[src/rtl/vfd_pkg.sv]
`timescale 1ns/1ps
package vfd_pkg;
  localparam int LEN_W = 4;

  localparam logic [3:0] IC_HALT  = 4'h0;
  localparam logic [3:0] IC_NOP   = 4'h1;
  localparam logic [3:0] IC_IRMOV = 4'h3;
  localparam logic [3:0] IC_RMMOV = 4'h4;
  localparam logic [3:0] IC_MRMOV = 4'h5;
  localparam logic [3:0] IC_ALU   = 4'h6;
  localparam logic [3:0] IC_CALL  = 4'h8;

  localparam logic [3:0] ALU_FN_LAST = 4'h3;
  localparam logic [3:0] REG_NONE    = 4'hF;

  typedef enum logic [1:0] {
    IMM_NONE = 2'd0,
    IMM_AT1  = 2'd1,
    IMM_AT2  = 2'd2
  } imm_pos_e;

  typedef struct packed {
    logic             ok;
    logic [LEN_W-1:0] len;
    logic             has_regs;
    imm_pos_e         ipos;
    logic             is_halt;
    logic             is_call;
  } cls_t;
endpackage

[src/rtl/vfd_class_decode.sv]
`timescale 1ns/1ps
module vfd_class_decode
  import vfd_pkg::*;
#(
  parameter int IMM_BYTES = 4
) (
  input  logic [7:0] op_byte,
  output cls_t       cls
);
  localparam logic [LEN_W-1:0] LEN_SHORT = LEN_W'(1);
  localparam logic [LEN_W-1:0] LEN_REGS  = LEN_W'(2);
  localparam logic [LEN_W-1:0] LEN_CALL  = LEN_W'(1 + IMM_BYTES);
  localparam logic [LEN_W-1:0] LEN_LONG  = LEN_W'(2 + IMM_BYTES);

  logic [3:0] icode;
  logic [3:0] ifun;
  logic       fun_zero;

  assign icode    = op_byte[7:4];
  assign ifun     = op_byte[3:0];
  assign fun_zero = (ifun == 4'h0);

  always_comb begin
    cls          = '0;
    cls.ipos     = IMM_NONE;
    unique case (icode)
      IC_HALT: begin
        cls.ok      = fun_zero;
        cls.len     = LEN_SHORT;
        cls.is_halt = 1'b1;
      end
      IC_NOP: begin
        cls.ok  = fun_zero;
        cls.len = LEN_SHORT;
      end
      IC_ALU: begin
        cls.ok       = (ifun <= ALU_FN_LAST);
        cls.len      = LEN_REGS;
        cls.has_regs = 1'b1;
      end
      IC_IRMOV, IC_RMMOV, IC_MRMOV: begin
        cls.ok       = fun_zero;
        cls.len      = LEN_LONG;
        cls.has_regs = 1'b1;
        cls.ipos     = IMM_AT2;
      end
      IC_CALL: begin
        cls.ok      = fun_zero;
        cls.len     = LEN_CALL;
        cls.ipos    = IMM_AT1;
        cls.is_call = 1'b1;
      end
      default: cls.ok = 1'b0;
    endcase
    if (!cls.ok) begin
      cls.len     = '0;
      cls.is_halt = 1'b0;
      cls.is_call = 1'b0;
    end
  end
endmodule

[src/rtl/vfd_field_extract.sv]
`timescale 1ns/1ps
module vfd_field_extract
  import vfd_pkg::*;
#(
  parameter int IMM_BYTES = 4
) (
  input  logic [8*(IMM_BYTES+1)-1:0] tail,
  input  logic                       has_regs,
  input  imm_pos_e                   ipos,
  output logic [3:0]                 ra,
  output logic [3:0]                 rb,
  output logic                       ra_none,
  output logic                       rb_none,
  output logic [8*IMM_BYTES-1:0]     imm
);
  localparam int IMM_W = 8 * IMM_BYTES;

  logic [IMM_W-1:0] imm_at1;
  logic [IMM_W-1:0] imm_at2;

  // tail byte j is window byte j+1; constants are lowest byte first
  for (genvar b = 0; b < IMM_BYTES; b++) begin : g_gather
    assign imm_at1[8*b +: 8] = tail[8*b +: 8];
    assign imm_at2[8*b +: 8] = tail[8*(b+1) +: 8];
  end

  assign ra      = has_regs ? tail[7:4] : REG_NONE;
  assign rb      = has_regs ? tail[3:0] : REG_NONE;
  assign ra_none = (ra == REG_NONE);
  assign rb_none = (rb == REG_NONE);

  always_comb begin
    unique case (ipos)
      IMM_AT1: imm = imm_at1;
      IMM_AT2: imm = imm_at2;
      default: imm = '0;
    endcase
  end
endmodule

[src/rtl/vfd_next_pc.sv]
`timescale 1ns/1ps
module vfd_next_pc
  import vfd_pkg::*;
#(
  parameter int ADDR_W    = 32,
  parameter int IMM_BYTES = 4
) (
  input  logic [ADDR_W-1:0]      pc,
  input  logic [LEN_W-1:0]       len,
  input  logic                   ok,
  input  logic                   is_call,
  input  logic [8*IMM_BYTES-1:0] dest,
  output logic [ADDR_W-1:0]      npc
);
  logic [ADDR_W-1:0] seq_pc;

  assign seq_pc = pc + ADDR_W'(len);

  always_comb begin
    if (!ok)          npc = pc;
    else if (is_call) npc = ADDR_W'(dest);
    else              npc = seq_pc;
  end
endmodule

[src/rtl/vfd_fetch_decode.sv]
`timescale 1ns/1ps
module vfd_fetch_decode
  import vfd_pkg::*;
#(
  parameter int                ADDR_W    = 32,
  parameter int                IMM_BYTES = 4,
  parameter logic [ADDR_W-1:0] RESET_PC  = '0
) (
  input  logic                         clk,
  input  logic                         rst_n,
  output logic [ADDR_W-1:0]            fetch_pc,
  input  logic                         win_valid,
  output logic                         win_ready,
  input  logic [8*(IMM_BYTES+2)-1:0]   win_data,
  output logic                         out_valid,
  input  logic                         out_ready,
  output logic [ADDR_W-1:0]            out_pc,
  output logic [3:0]                   out_icode,
  output logic [3:0]                   out_ifun,
  output logic [3:0]                   out_ra,
  output logic [3:0]                   out_rb,
  output logic                         out_ra_none,
  output logic                         out_rb_none,
  output logic [8*IMM_BYTES-1:0]       out_imm,
  output logic [3:0]                   out_len,
  output logic [ADDR_W-1:0]            out_next_pc,
  output logic                         out_invalid,
  output logic                         halted,
  output logic                         fault
);
  localparam int WIN_W = 8 * (IMM_BYTES + 2);
  localparam int IMM_W = 8 * IMM_BYTES;

  cls_t              cls;
  logic [3:0]        ra_c, rb_c;
  logic              ra_none_c, rb_none_c;
  logic [IMM_W-1:0]  imm_c;
  logic [ADDR_W-1:0] npc_c;
  logic [ADDR_W-1:0] pc_q;
  logic              halted_q, fault_q, oval_q;
  logic              take;

  vfd_class_decode #(.IMM_BYTES(IMM_BYTES)) u_cls (
    .op_byte (win_data[7:0]),
    .cls     (cls)
  );

  vfd_field_extract #(.IMM_BYTES(IMM_BYTES)) u_fld (
    .tail     (win_data[WIN_W-1:8]),
    .has_regs (cls.has_regs),
    .ipos     (cls.ipos),
    .ra       (ra_c),
    .rb       (rb_c),
    .ra_none  (ra_none_c),
    .rb_none  (rb_none_c),
    .imm      (imm_c)
  );

  vfd_next_pc #(.ADDR_W(ADDR_W), .IMM_BYTES(IMM_BYTES)) u_npc (
    .pc      (pc_q),
    .len     (cls.len),
    .ok      (cls.ok),
    .is_call (cls.is_call),
    .dest    (imm_c),
    .npc     (npc_c)
  );

  assign win_ready = !(halted_q || fault_q) && (!oval_q || out_ready);
  assign take      = win_valid && win_ready;

  always_ff @(posedge clk or negedge rst_n) begin
    if (!rst_n) begin
      pc_q        <= RESET_PC;
      oval_q      <= 1'b0;
      halted_q    <= 1'b0;
      fault_q     <= 1'b0;
      out_pc      <= '0;
      out_icode   <= '0;
      out_ifun    <= '0;
      out_ra      <= REG_NONE;
      out_rb      <= REG_NONE;
      out_ra_none <= 1'b1;
      out_rb_none <= 1'b1;
      out_imm     <= '0;
      out_len     <= '0;
      out_next_pc <= '0;
      out_invalid <= 1'b0;
    end else if (take) begin
      pc_q        <= npc_c;
      oval_q      <= 1'b1;
      out_pc      <= pc_q;
      out_icode   <= win_data[7:4];
      out_ifun    <= win_data[3:0];
      out_ra      <= ra_c;
      out_rb      <= rb_c;
      out_ra_none <= ra_none_c;
      out_rb_none <= rb_none_c;
      out_imm     <= imm_c;
      out_len     <= cls.len;
      out_next_pc <= npc_c;
      out_invalid <= !cls.ok;
      if (cls.is_halt) halted_q <= 1'b1;
      if (!cls.ok)     fault_q  <= 1'b1;
    end else if (out_ready) begin
      oval_q <= 1'b0;
    end
  end

  assign fetch_pc  = pc_q;
  assign out_valid = oval_q;
  assign halted    = halted_q;
  assign fault     = fault_q;

  AST_STALL_HOLDS: assert property (@(posedge clk) disable iff (!rst_n)
    (out_valid && !out_ready) |=> (out_valid && $stable(out_pc) && $stable(out_imm)
                                   && $stable(out_icode) && $stable(out_next_pc)));

  AST_IDLE_PC_STILL: assert property (@(posedge clk) disable iff (!rst_n)
    !(win_valid && win_ready) |=> $stable(fetch_pc));

  AST_LEN_LEGAL: assert property (@(posedge clk) disable iff (!rst_n)
    (out_valid && !out_invalid) |-> (out_len == 4'd1 || out_len == 4'd2
                                     || out_len == 4'(1 + IMM_BYTES)
                                     || out_len == 4'(2 + IMM_BYTES)));

  AST_SEQ_NEXT: assert property (@(posedge clk) disable iff (!rst_n)
    (out_valid && !out_invalid && out_icode != IC_CALL)
      |-> (out_next_pc == out_pc + ADDR_W'(out_len)));

  AST_BAD_NO_STEP: assert property (@(posedge clk) disable iff (!rst_n)
    (out_valid && out_invalid) |-> (fetch_pc == out_pc && fault));

  AST_HALT_FREEZE: assert property (@(posedge clk) disable iff (!rst_n)
    halted |=> ($stable(fetch_pc) && $stable(halted)));

  AST_NONE_FLAG: assert property (@(posedge clk) disable iff (!rst_n)
    out_valid |-> (out_ra_none == (out_ra == REG_NONE)));
endmodule

[config.mk]
export PLATFORM = sky130hd
export DESIGN_NAME = vfd_fetch_decode
export DESIGN_NICKNAME = d
export VERILOG_FILES = /design/src/rtl/vfd_pkg.sv /design/src/rtl/vfd_class_decode.sv /design/src/rtl/vfd_field_extract.sv /design/src/rtl/vfd_next_pc.sv /design/src/rtl/vfd_fetch_decode.sv
export SDC_FILE = /design/constraint.sdc
export NUM_CORES = 1
export LEC_CHECK = 0
export CAP_MARGIN = 20
export CORE_ASPECT_RATIO = 0.7
export CORE_MARGIN = 2
export CORE_UTILIZATION = 30
export DETAILED_ROUTE_END_ITERATION = 12
export PLACE_DENSITY = 0.6
export SLEW_MARGIN = 5
export SYNTH_ARGS = -nofsm -noshare
export SYNTH_HDL_FRONTEND = slang
export SYNTH_SLANG_ARGS = --single-unit
[constraint.sdc]
create_clock -name clk -period 4.6 [get_ports clk]
set_input_delay 0.46 -clock clk [delete_from_list [all_inputs] [get_ports clk]]
set_output_delay 0.46 -clock clk [all_outputs]
set_load 0.1 [all_outputs]
==> metrics, run 1 <==
Detailed Route Iter0 Violations=403; Yosys cell types=70; Post-synth top flop=dfrtp_1; MaxCap Viol Count=0; outcome=completed; row count=44; GR Overflow Total=0; most common cell after layout, fill and taps aside=nand2_1; Final GP Congestion=0.8429; Critical Path RT=4.94 ns; Leak=3.957 nW; Post-synth EDFFs=0; final setup violation count=0; Initial Utilization=30.89%; Clock Pin Slew Worst Setup and Hold Paths=0.06 ns; post_cts resized=0; die height=127.0 µm; final hold vios=0; Routed Antenna Nets=0; fill cell count=2110; Finished Cell Area=0.009183 mm²; Setup TNS=0 ns; Mapped Nets=817; initial antenna violation count=0; HP Class=input port to async pin; placed cell areas=0.008559 mm²; Antenna Cells=0; critical path startpoint=win_data[6]; Total Wirelength=22640 µm; RSZ-0062 raised after global routing=no; Pre-Repair DR Iteration Count=5; final core occ=43.78%; postcts setup bufs=0; clk_lat worst skew=0.42 ns; placed cells=1174; vias=6141; CTS sink cnt=121; Root Buffer=clkbuf_16; Max Fanout on Critical Path=8; sequential fraction of the synthesis area=46.92%; Worst Setup Start Kind=input port; Final Skew=0.01101 ns; H-Tree Depth=4; CP arrival=4.33 ns; Tmin final=3.986 ns; worst-path cell chain=clkdlybuf4s50_1, nand3b_1, nand2_1, nand2_1, ha_1, o41ai_1, a21oi_1, nor4_1, inv_1, fa_1, nand2b_1, a211oi_4, buf_4, nand3_1, o31a_1, o22ai_1; I/O Pins=207; area of the mapped netlist=0.006480 mm²; DRC violation count after routing=0; Slew @ Worst Pin=1.090 ns; YS warnings=0; core area=0.02098 mm²; #FFs+latches synth=121; GRT Total Usage=20.50%; reg2reg end=fetch_pc[28]$_DFFE_PN0P_; die width=179.7 µm; fin nets=977; power per cell area=455.0 mW/mm²; CP Buf/Inv Count=3; CTS max path bufs=2; CTS tree=done; critical path's most frequent cell=nand2_1; final non-filler cell total=1207; Mapped Cells=758; Critical Path Max Stage Delay=0.58 ns; fin crit share=86.65%; layout cells sized above 1=9.237%; most frequent cells in the layout=nand2_1 (232), clkdlybuf4s50_1 (204), dfrtp_1 (111); Slew Viols, Final=0; Crit-path slowest cell=clkdlybuf4s50_1; ys async rst share=100.0%; Max Clk Rate=250.9 MHz; total chip power=4.178 mW; CP top delay family=compound AO/OA/AOI/OAI gates; global-route wire length before repair=36400 µm; Slew HR=27.08%; Critical Path End Type=flop; Avg WL per Cell=18.76 µm; Reg2Reg Setup Slack=2.09 ns; Via density=5.088; reg2reg start=fault$_DFFE_PN0P_; hold-fix buffers at CTS=0; kind of critical path=input port to flop; Area Growth Syn to Fin=41.71%; largest net degree at the start of global routing=90; Synth Area per Inst=8.549 µm²; vias in the first global route=6039; FF-to-FF path depth=6; IO Port Bufs=205; DP HPWL=16290 µm; total die area=0.02281 mm²; peak supply drop=0.0003148 V; Num CTS Buffers=17
[state kept, by name (all words and copies together) (netlist names)]
signal / count
out_valid: 1
out_rb_none: 1
out_imm: 32
out_len: 3
out_ra: 4
out_ifun: 4
out_icode: 4
out_rb: 4
out_pc: 32
out_invalid: 1
fault: 1
halted: 1
out_ra_none: 1
fetch_pc: 32
[area by class of cell]
class | instances | area [µm²] | share of cell area [%]
clock buffers | 19 | 442.9 | 4.824
repair buffers | 226 | 2231 | 24.29
clock inverters | 13 | 152.6 | 1.662
multi-input cells | 538 | 2918 | 31.78
inverters | 14 | 52.55 | 0.5723
flip-flops and latches | 121 | 3040 | 33.11
well taps | 276 | 345.3 | 3.761
[worst reg2reg max path, cell delays in order (launching register included)]
cell	delay, ns
dfrtp_1	0.41
nor2_1	0.13
and3_2	0.52
and3_1	0.74
buf_4	0.32
mux2i_1	0.19
nand3_1	0.08
[power breakdown]
part,switching [mW],internal [mW],leakage [nW]
clock,0.511,0.861,0.292
combinational,1.20,0.323,2.11
sequential,0.0706,1.21,1.55
total,1.78,2.40,3.96
[metal layers]
metal / up-vias / wire [µm] / track usage, %
met4: 0 / 271 / 5.308
met5: - / 0 / 0
met2: 224 / 9324 / 29.25
li1: 2912 / - / -
met3: 14 / 1601 / 6.001
met1: 2991 / 11440 / 30.12
[cell families after synthesis]
family | after synthesis | synth area share (%)
other | 1 | 0.05787
and+or+nand+nor | 349 | 24.10
adders and majority gates | 7 | 1.467
AOI/OAI and AO/OA | 176 | 18.36
xor gates and xnor gates | 2 | 0.2704
DFF | 121 | 46.92
muxes | 3 | 0.5020
buffers and inverters | 99 | 8.322
[worst max-delay path by stage]
stage | endpoint | cells after the start
CTS | fetch_pc[16]$_DFFE_PN0P_ | 16
global placement | fetch_pc[16]$_DFFE_PN0P_ | 16
finish | fetch_pc[16]$_DFFE_PN0P_ | 16
detailed placement | fetch_pc[16]$_DFFE_PN0P_ | 16
global route | fetch_pc[24]$_DFFE_PN0P_ | 15
floorplan | fetch_pc[28]$_DFFE_PN0P_ | 16
[synth_stat cells, drive strengths merged (3+ instances only)]
master,n,area (µm²)
nand2,236,893.4
dfrtp,111,2778
buf,55,374.1
o21ai,49,245.2
nor2,40,150.1
a22oi,34,255.2
clkbuf,30,112.6
a21oi,26,130.1
nand3,15,80.08
inv,14,52.55
nor3,14,80.08
o31ai,13,97.59
dfstp,10,262.8
nand4,9,77.57
nor4,8,86.33
o211ai,7,52.55
a21o,6,45.04
ha,6,75.07
and2,5,31.28
and3,5,31.28
a211oi,4,42.54
a41oi,4,35.03
nand2b,4,25.02
o22ai,4,25.02
a2bb2oi,3,32.53
a31oi,3,18.77
o2bb2ai,3,26.28
or2,3,18.77
[per-stage QoR]
step                worst slack [ns]  hold WS, ns
floorplan                     0.4569       0.1644
global placement              0.2756       0.4438
detailed placement            0.2028       0.4441
CTS                           0.6339       0.1523
global route                  0.2172       0.1631
finish                        0.6143      0.09867
(Power assumes the default switching activity.)
==> run 2, diff against run 1 <==
- ABC_AREA: default -> 1
- CAP_MARGIN: 20 -> default
- PLACE_DENSITY: 0.6 -> 0.59
- SLEW_MARGIN: 5 -> 25
==> run 2 against run 1 <==
  * Sequential share of layout area is 1.4 points lower
  * Clock skew rose by 0.00052 ns
  * Total power is 29% lower
  * Critical endpoint is now fetch_pc[20]$_DFFE_PN0P_
  * Non-clock buffer count shrank 12
  * Utilization decreased by 1.4 points
  * Global-route usage increased by 0.28 points
  * Area after synthesis grew 6.5%
  * Fmax grew 16%
  * Design area is 4.4% higher
  * Wire length up 9.1%
  * Sequential power shrank 13%
  * Sequential cell count did not move
==> metrics, run 2 <==
Post-synth EDFFs=0; Slew Viols, Final=0; Routed Antenna Nets=0; Yosys cell types=36; post_cts resized=0; fin crit share=74.47%; Mapped Cells=977; placed cells=1429; fin nets=1195; CTS sink cnt=121; Num CTS Buffers=17; fraction of the mapped netlist area in simple logic gates=33.09%; worst-path cell chain=clkdlybuf4s50_1, inv_1, nand2_1, nor2_1, inv_2, ha_1, nand3_1, nand2_1, nor2_1, ha_1, inv_1, fa_1, inv_1, nand2_1, nand2_1, nand2_1, nor2_2, nand2_1, nor2_1, nand3_1, nand2_1, nand2_1, nand2_1; kind of critical path=input port to flop; global-route wire length before repair=37550 µm; Post-synth top flop=dfrtp_1; die height=130.9 µm; Synth area leader=dfrtp_1; total die area=0.02425 mm²; CTS tree=done; Worst Setup Start Kind=input port; #FFs+latches synth=121; CTS max path bufs=2; MaxCap Viol Count=0; Max Clk Rate=291.9 MHz; fill cell count=2330; power per cell area=308.6 mW/mm²; hold-fix buffers at CTS=0; WHS=0.1005 ns; final setup violation count=0; Slew HR=27.77%; vias=6863; Place WS=0.8037 ns; Critical Path Max Stage Delay=0.49 ns; clk_lat worst skew=0.43 ns; Max Fanout on Critical Path=11; area of the multi-input gates=0.003102 mm²; Setup TNS=0 ns; Critical Path End Type=flop; Crit-path slowest cell=clkdlybuf4s50_1; post-synthesis compound-gate area fraction=9.791%; IO Port Bufs=205; Tmin final=3.426 ns; DP HPWL=18610 µm; YS warnings=0; sequential fraction of the synthesis area=44.06%; largest net degree at the start of global routing=71; core area=0.02262 mm²; Slew @ Worst Pin=1.080 ns; GR Overflow Total=0; register area=0.003040 mm²; CP arrival=3.78 ns; row count=46; initial antenna violation count=0; postcts setup bufs=0; Pre-Repair DR Iteration Count=5; I/O Pins=207; Total Wirelength=24710 µm; final hold vios=0; ys async rst share=100.0%; total chip power=2.958 mW; count leader, synth=nand2_1; GRT Total Usage=20.78%; dominant cells by area after synthesis=dfrtp_1 (40%), nand2_1 (23%), o21ai_0 (5.0%); die width=185.3 µm; Synth Area per Inst=7.063 µm²; Post-synth top cells=nand2_1 (432), dfrtp_1 (111), inv_1 (73), nor2_1 (73), o21ai_0 (69); Leak=4.401 nW; Synth Area in XOR/XNOR=0.6346%; most common cell after layout, fill and taps aside=nand2_1; most frequent cells in the layout=nand2_1 (432), clkdlybuf4s50_1 (204), dfrtp_1 (111); H-Tree Depth=4; peak supply drop=0.0002460 V; outcome=completed; Mapped Nets=1036; Synth top area share=40.25%; Avg WL per Cell=16.92 µm; DRC violation count after routing=0; HP Class=input port to async pin; Area Growth Syn to Fin=38.91%; Critical Path RT=4.96 ns; layout cells sized above 1=5.929%; Final GP Congestion=0.8997; Clock Pin Slew Worst Setup and Hold Paths=0.06 ns; Initial Utilization=30.51%; Final Skew=0.01152 ns; RSZ-0062 raised after global routing=no; PnR worst setup slack=1.174 ns; mux share of post-synthesis cell area=0%; Synth Area in Adders=1.378%; area of the mapped netlist=0.006900 mm²; critical path's most frequent cell=nand2_1; final non-filler cell total=1460; Detailed Route Iter0 Violations=632; Root Buffer=clkbuf_16; Via density=4.701; vias in the first global route=6319; main combinational cell family by area after synthesis=simple AND/OR/NAND/NOR gates
==> run 2: cell families after synthesis <==
family,Yosys count
xor gates and xnor gates,5
buffers and inverters,153
AOI/OAI and AO/OA,122
and+or+nand+nor,568
adders and majority gates,7
other,1
DFF,121
==> run 2: power by group <==
group | switching (mW) | internal (mW)
logic | 0.290 | 0.103
registers | 0.0141 | 1.09
clock network | 0.492 | 0.966
==> run 2: layer usage <==
metal  vias up  wire length [µm]  track usage, %
li1       3336                 -               -
met1      3239             12770           32.94
met2       279              9581           27.92
met3         9              2241           5.793
met4         0               110           2.941
met5         -                 0               0
==> run 2: area by class of cell <==
type / count / share of cell area, %
clock buffers: 21 / 4.699
diodes: 1 / 0.02611
inverters: 79 / 3.107
multi-input cells: 703 / 32.36
repair buffers: 214 / 22.22
well taps: 312 / 4.073
clock inverters: 9 / 1.801
flip-flops and latches: 121 / 31.72
==> run 2: stage by stage <==
| step | cell area (µm²) | utilization, % |
|---|---|---|
| after floorplan | 6900 | - |
| after global placement | 8960 | 39.61 |
| after detailed placement | 8960 | 39.61 |
| after CTS | 9583 | 42.37 |
| after global routing | 9583 | 42.37 |
| final | 9585 | 42.38 |
==> run 2: final timing paths <==
kind | to | startpoint | cells after the start | slack (ns)
max in group asynchronous | out_rb[0]$_DFFE_PN1P_ | rst_n | 2 | 3.47
worst max-delay path | fetch_pc[20]$_DFFE_PN0P_ | win_data[6] | 23 | 1.17
worst min-delay path | out_pc[26]$_DFFE_PN0P_ | rst_n | 1 | 0.10
worst min register to register | out_rb[2]$_DFFE_PN1P_ | out_rb[2]$_DFFE_PN1P_ | 2 | 0.46
min in group clk | out_rb[2]$_DFFE_PN1P_ | out_rb[2]$_DFFE_PN1P_ | 2 | 0.46
worst max register to register | fetch_pc[2]$_DFFE_PN0P_ | fault$_DFFE_PN0P_ | 5 | 2.02
==> run 2: critical path, delay by kind of cell <==
family        cells  cell delay, ns
buf+inv           5            0.88
simple gates     15            1.59
fa+ha+maj         3            0.84
